### config.mk
export PLATFORM = sky130hd
export DESIGN_NAME = trunc_round_mul
export DESIGN_NICKNAME = d
export VERILOG_FILES = /design/src/rtl/trm_pkg.sv /design/src/rtl/trm_operand.sv /design/src/rtl/trm_core.sv /design/src/rtl/trunc_round_mul.sv
export SDC_FILE = /design/constraint.sdc
export NUM_CORES = 1
export LEC_CHECK = 0
export BUFFER_PORTS_ARGS = -buffer_cell sky130_fd_sc_hd__buf_4
export CORE_MARGIN = 3
export CORE_UTILIZATION = 60
export DETAILED_ROUTE_END_ITERATION = 16
export PLACE_DENSITY = 0.82
export SETUP_SLACK_MARGIN = 0.3
export SYNTH_ARGS = -nofsm -noshare
export SYNTH_HDL_FRONTEND = slang
export SYNTH_SLANG_ARGS = --single-unit
### constraint.sdc
create_clock -name clk -period 11.6 [get_ports clk]
set_clock_uncertainty 0.2 [all_clocks]
set_input_delay 1.16 -clock clk [delete_from_list [all_inputs] [get_ports clk]]
set_output_delay 1.16 -clock clk [all_outputs]
set_load 0.03 [all_outputs]
### src/rtl/trm_pkg.sv
package trm_pkg;

  // Left shift applied to the cross product so it lines up with the
  // T+1-bit linear fractions; negative means shift right.
  function automatic int prod_align(input int h, input int t);
    return (t + 1) - (2 * h + 2);
  endfunction

  // Width of the fixed core sum 1 + fa + fb + fa*fb at T+1 fraction bits.
  function automatic int core_width(input int t);
    return t + 3;
  endfunction

endpackage

### src/rtl/trm_operand.sv
module trm_operand #(
  parameter int N  = 16,
  parameter int H  = 3,
  parameter int T  = 7,
  parameter int KW = $clog2(N)
) (
  input  logic [N-1:0]  op,
  input  logic          signed_mode,
  output logic          neg,
  output logic          zero,
  output logic [KW-1:0] k,
  output logic [T:0]    yt,
  output logic [H:0]    yh
);

  logic [N-1:0]  mag;
  logic [KW-1:0] shamt;

  // approximate absolute value: bitwise inverse for negative operands
  assign neg  = signed_mode & op[N-1];
  assign mag  = neg ? ~op : op;
  assign zero = (mag == '0);

  // leading-one search, highest set bit wins
  always_comb begin
    k = '0;
    for (int i = 0; i < N; i++) begin
      if (mag[i]) k = KW'(i);
    end
  end

  always_comb begin
    AST_LEAD_ONE: assert (zero || ((mag >> k) == N'(1)));
  end

  // normalise so that the leading one sits at the top of an N+T window
  assign shamt = KW'(N - 1) - k;

  // linear fraction: T bits under the leading one, a 0 appended
  assign yt = {T'(({mag, {T{1'b0}}} << shamt) >> (N - 1)), 1'b0};

  // cross fraction: H bits under the leading one, a 1 appended
  generate
    if (H > 0) begin : g_hfrac
      assign yh = {H'(({mag, {T{1'b0}}} << shamt) >> (N + T - 1 - H)), 1'b1};
    end else begin : g_hnone
      assign yh = 1'b1;
    end
  endgenerate

endmodule

### src/rtl/trm_core.sv
module trm_core #(
  parameter int N  = 16,
  parameter int H  = 3,
  parameter int T  = 7,
  parameter int KW = $clog2(N)
) (
  input  logic [T:0]      yt_a,
  input  logic [T:0]      yt_b,
  input  logic [H:0]      yh_a,
  input  logic [H:0]      yh_b,
  input  logic [KW-1:0]   k_a,
  input  logic [KW-1:0]   k_b,
  output logic [KW:0]     exp_sum,
  output logic [2*N-1:0]  mag
);

  localparam int CW = trm_pkg::core_width(T);
  localparam int PW = 2 * H + 2;
  localparam int D  = trm_pkg::prod_align(H, T);
  localparam int WW = 2 * N + CW;

  logic [PW-1:0]  prod;
  logic [CW-1:0]  prod_al;
  logic [CW-1:0]  core;
  logic [KW:0]    fill_n;
  logic [2*N-1:0] aligned;
  logic [2*N-1:0] fill;

  assign prod = PW'(yh_a) * PW'(yh_b);

  generate
    if (D >= 0) begin : g_up
      assign prod_al = CW'(prod) << D;
    end else begin : g_down
      assign prod_al = CW'(prod >> (-D));
    end
  endgenerate

  // 1 + fa + fb + fa*fb, binary point at bit T+1
  assign core = (CW'(1) << (T + 1)) + CW'(yt_a) + CW'(yt_b) + prod_al;

  assign exp_sum = {1'b0, k_a} + {1'b0, k_b};

  // place the binary point of the core at bit exp_sum of the result
  assign aligned = (2 * N)'((WW'(core) << exp_sum) >> (T + 1));

  // bits vacated below the core are filled with ones
  assign fill_n = (exp_sum > (KW + 1)'(T + 1)) ? exp_sum - (KW + 1)'(T + 1) : '0;
  assign fill   = ~({(2 * N){1'b1}} << fill_n);

  assign mag = aligned | fill;

endmodule

### src/rtl/trunc_round_mul.sv
module trunc_round_mul #(
  parameter int N = 16,
  parameter int H = 3,
  parameter int T = 7
) (
  input  logic           clk,
  input  logic           rst_n,
  input  logic           in_valid,
  input  logic           signed_mode,
  input  logic [N-1:0]   a_in,
  input  logic [N-1:0]   b_in,
  output logic           out_valid,
  output logic [2*N-1:0] product
);

  localparam int KW = $clog2(N);

  logic [N-1:0]  ops   [2];
  logic          ngs   [2];
  logic          zrs   [2];
  logic [KW-1:0] ks    [2];
  logic [T:0]    yts   [2];
  logic [H:0]    yhs   [2];

  logic [KW:0]    exp_sum;
  logic [2*N-1:0] mag;
  logic           zero_any;
  logic           sign_neg;
  logic [2*N-1:0] res_next;

  assign ops[0] = a_in;
  assign ops[1] = b_in;

  generate
    for (genvar g = 0; g < 2; g++) begin : g_opnd
      trm_operand #(.N(N), .H(H), .T(T), .KW(KW)) u_opnd (
        .op          (ops[g]),
        .signed_mode (signed_mode),
        .neg         (ngs[g]),
        .zero        (zrs[g]),
        .k           (ks[g]),
        .yt          (yts[g]),
        .yh          (yhs[g])
      );
    end
  endgenerate

  trm_core #(.N(N), .H(H), .T(T), .KW(KW)) u_core (
    .yt_a    (yts[0]),
    .yt_b    (yts[1]),
    .yh_a    (yhs[0]),
    .yh_b    (yhs[1]),
    .k_a     (ks[0]),
    .k_b     (ks[1]),
    .exp_sum (exp_sum),
    .mag     (mag)
  );

  assign zero_any = zrs[0] | zrs[1];
  assign sign_neg = ngs[0] ^ ngs[1];
  assign res_next = zero_any ? '0 : (sign_neg ? -mag : mag);

  always_ff @(posedge clk) begin
    if (!rst_n) begin
      out_valid <= 1'b0;
      product   <= '0;
    end else begin
      out_valid <= in_valid;
      if (in_valid) product <= res_next;
    end
  end

  AST_VALID_FOLLOW: assert property (@(posedge clk) disable iff (!rst_n)
    in_valid |=> out_valid);
  AST_VALID_IDLE: assert property (@(posedge clk) disable iff (!rst_n)
    !in_valid |=> !out_valid);
  AST_HOLD_RESULT: assert property (@(posedge clk) disable iff (!rst_n)
    !in_valid |=> $stable(product));
  AST_ZERO_OPERAND: assert property (@(posedge clk) disable iff (!rst_n)
    (in_valid && (a_in == '0 || b_in == '0)) |=> (product == '0));
  AST_NEG_RESULT: assert property (@(posedge clk) disable iff (!rst_n)
    (in_valid && signed_mode && !zero_any && (a_in[N-1] ^ b_in[N-1]))
      |=> product[2*N-1]);
  AST_POS_RESULT: assert property (@(posedge clk) disable iff (!rst_n)
    (in_valid && signed_mode && !(a_in[N-1] ^ b_in[N-1]))
      |=> !product[2*N-1]);
  AST_FILL_ONES: assert property (@(posedge clk) disable iff (!rst_n)
    (in_valid && !zero_any && (exp_sum > (KW + 1)'(T + 1)))
      |=> product[0]);

endmodule

==> results.md <==
- Clk sinks: 33
- Via count: ~6500
- H-Tree Level Count: 2
- Crit start category: primary input
- Area growth syn-to-layout: 9.17%
- I/O Buffers: 68
- Router iterations before antenna repair: 6
- RSZ-0062 raised after global routing: no
- DR WL/cell: 17.0 um
- Max stage delay on crit path: between 0.6 and 0.7 ns
- Final hold slack: approximately 0.24 ns
- Crit Path Max Fanout: 31
- Wire length of the first global-routing pass: approximately 28000 um
- GPL Wtd Cong: a little under 1
- Top-level I/O count: 69
- Initial antenna violation count: 0
- Crit path required time: approximately 12 ns
- Die Wd: 105 um
- Critical setup path kind: primary input to register
- Asr flop ratio synth: 0%
- Avg Cell Area, Syn: ~7.0 um^2
- Sw frac: roughly 55%
- Power Internal: between 600 and 700 uW
- Cell area after synthesis: a little under 0.006 mm^2
- Worst EP arrival: 10.33 ns
- Top FF cell, synth: dfxtp_1
- Vias in the first global route: 6000
- Main area contributors after synthesis: dfxtp_1 (11%), mux2i_1 (6.1%), fa_1 (5.8%)
- Crit-path most repeated cell: fa_1
- VDD IR max: between 0.00015 and 0.0002 V
- Post-Route Setup TNS: 0 ns
- Clock transition at path regs: 0.07 ns
- CTS Buf Count: 5
- Drt initial violations: between 500 and 600
- Worst Hold Class: register to register
- Cell count after synthesis: 843
- Post-CTS setup buffer count: 0
- Seq pwr share: 10.0%
- Worst setup EP type: register
- Slew headroom: around a third
- Slew @ Worst Pin: approximately 1.0 ns
- Largest net degree at the start of global routing: 33
- GRT Total Usage: 29.8%
- Cell taking the most area after synthesis: dfxtp_1
- Nets@finish: 936
- Reg area: roughly 660 um^2
- Sw power: 863 uW
- Maxcap violations: 0
- Crit share post-route: roughly nine tenths
- Vias per cell: about 6.5
- Chip height: 105 um
- FF+latch count, synth: 33
- Routed wire length: approximately 17000 um
- Synth top cells by count: nand2_1 (90), nor2_1 (75), a21oi_1 (62)
- Worst skew pair latency: between 0.2 and 0.3 ns
- Worst path slowest cell: o41ai_1
- Row count: 35
- Fraction of layout cells with a size suffix above 1: 12.5%
- Status: finished, final reports clean
- Clk buf depth: 2
- Leak pwr: 2.73 nW
- Mapped Nets: 915
- Final min period: approximately 10 ns
- Final Hold Viols: 0
- Synthesis warning total: 0
- CTS tree: built
- Total core area: ~0.0094 mm^2
- DR DRC count: 0
- Logic pwr share: between 80% and 90%
- Cell variety after synth: 84
- Count leader, synth: nand2_1
- Overflow after GRT: 0
- Dpl hpwl: about 13000 um
- Slew Limit Fails: 0
- Pwr Density: between 200 and 250 mW/mm^2
- Seq/Total Area, Yosys: between 10% and 20%
- Number of synthesized flops with an enable pin: 0
- Starting Density: a little over three fifths
- Antenna cell count: 0
- # setup viols final: 0
- Clock Power Share: ~5.3%
- Die ar.: 0.0110 mm^2
- Top cell type's share of synthesized area: about 11%
- CTS root buf: clkbuf_8
- Antenna violation net count after detailed routing: 0
- Fillers: a little under 900
- Area of the multi-input gates: 0.00474 mm^2
- FMAX: around 0.097 GHz
## layer usage
layer	vias to the layer above	part of all wire [%]	global-route usage [%]
met1	3015	42	38.7
met3	41	6.9	3.52
met2	302	48	51.3
met5	-	0	0
li1	3097	-	-
met4	0	2.4	9.56
## flip-flops by register name (all words and copies together), names as in the netlist
register / flops
product: 32
out_valid: 1
## final cells by class
class                   count  area share [%]
repair buffers             74            8.67
clock buffers               6            1.13
multi-input cells         695            74.0
inverters                  55            3.22
well taps                 129            2.52
clock inverters             2           0.156
flip-flops and latches     33            10.3
## cells by family after synthesis
logic type / share of synthesized area (%)
buf+inv: 8.04
fa+ha+maj: 9.85
compound gates: 32.8
simple gates: 24.7
flops: 11.3
xor+xnor: 6.12
mux: 7.29
## worst max-delay path: cells and delay by family
| kind | cells | cell delay [ns] |
|---|---|---|
| multiplexers | 1 | 0.15 |
| AO/OA/AOI/OAI | 13 | 3.75 |
| AND/OR/NAND/NOR | 8 | 2.11 |
| adder cells (fa/ha/maj) | 6 | 2.54 |
| XOR/XNOR | 1 | 0.26 |
| buffers and inverters | 2 | 0.33 |
## power groups by stage
stage | Sequential [mW] | Clock, mW | Combinational, mW
detailed placement | 0.158 | 0 | 1.28
CTS | 0.155 | 0.0831 | 1.29
global placement | 0.157 | 0 | 1.24
floorplan | 0.208 | 0 | 0.952
finish | 0.155 | 0.0818 | 1.32
global route | 0.159 | 0.0873 | 1.45
## through the flow
stage                     power [mW]  std cells  util (%)  area, um^2  setup slack, ns
final                           1.56        994      68.4        6410             1.24
after CTS                       1.53        994      68.3        6400             1.11
after floorplan                 1.16        843         -        5870             2.37
after global routing            1.69        994      68.4        6410            0.560
after detailed placement        1.44        986      67.4        6320            0.846
after global placement          1.40        986      67.4        6320             1.29
## final timing paths
check	from	endpoint	slack, ns	cells past startpoint
min	product[15]	product[15]	0.24	2
max	b_in[15]	product[12]	1.24	31
max reg2reg	product[2]	product[2]	10.59	2
min reg2reg	product[15]	product[15]	0.24	2
## what timing repair did
action                                  CTS  global route
hold buffers                              0             0
endpoints found under the setup margin    0             2
resized for setup                         0             1
## placed cells by master (no fill, tap or decap), types with 13 or more instances in the layout
cell      netlist  routed
a21o_1         13      13
a21oi_1        62      61
nor2b_1        14      14
mux2i_1        36      36
a211oi_1       13      13
dfxtp_1        33      33
ha_1           19      19
xnor2_1        29      29
nor2_1         75      75
buf_4           5      74
nand2_1        90      90
inv_1          53      53
and2_1         18      18
nand3_1        24      24
fa_1           17      17
o21ai_0        46      46
nand2b_1       17      17
nor3_1         23      23
Note: power is estimated with default switching activity, not from simulation.
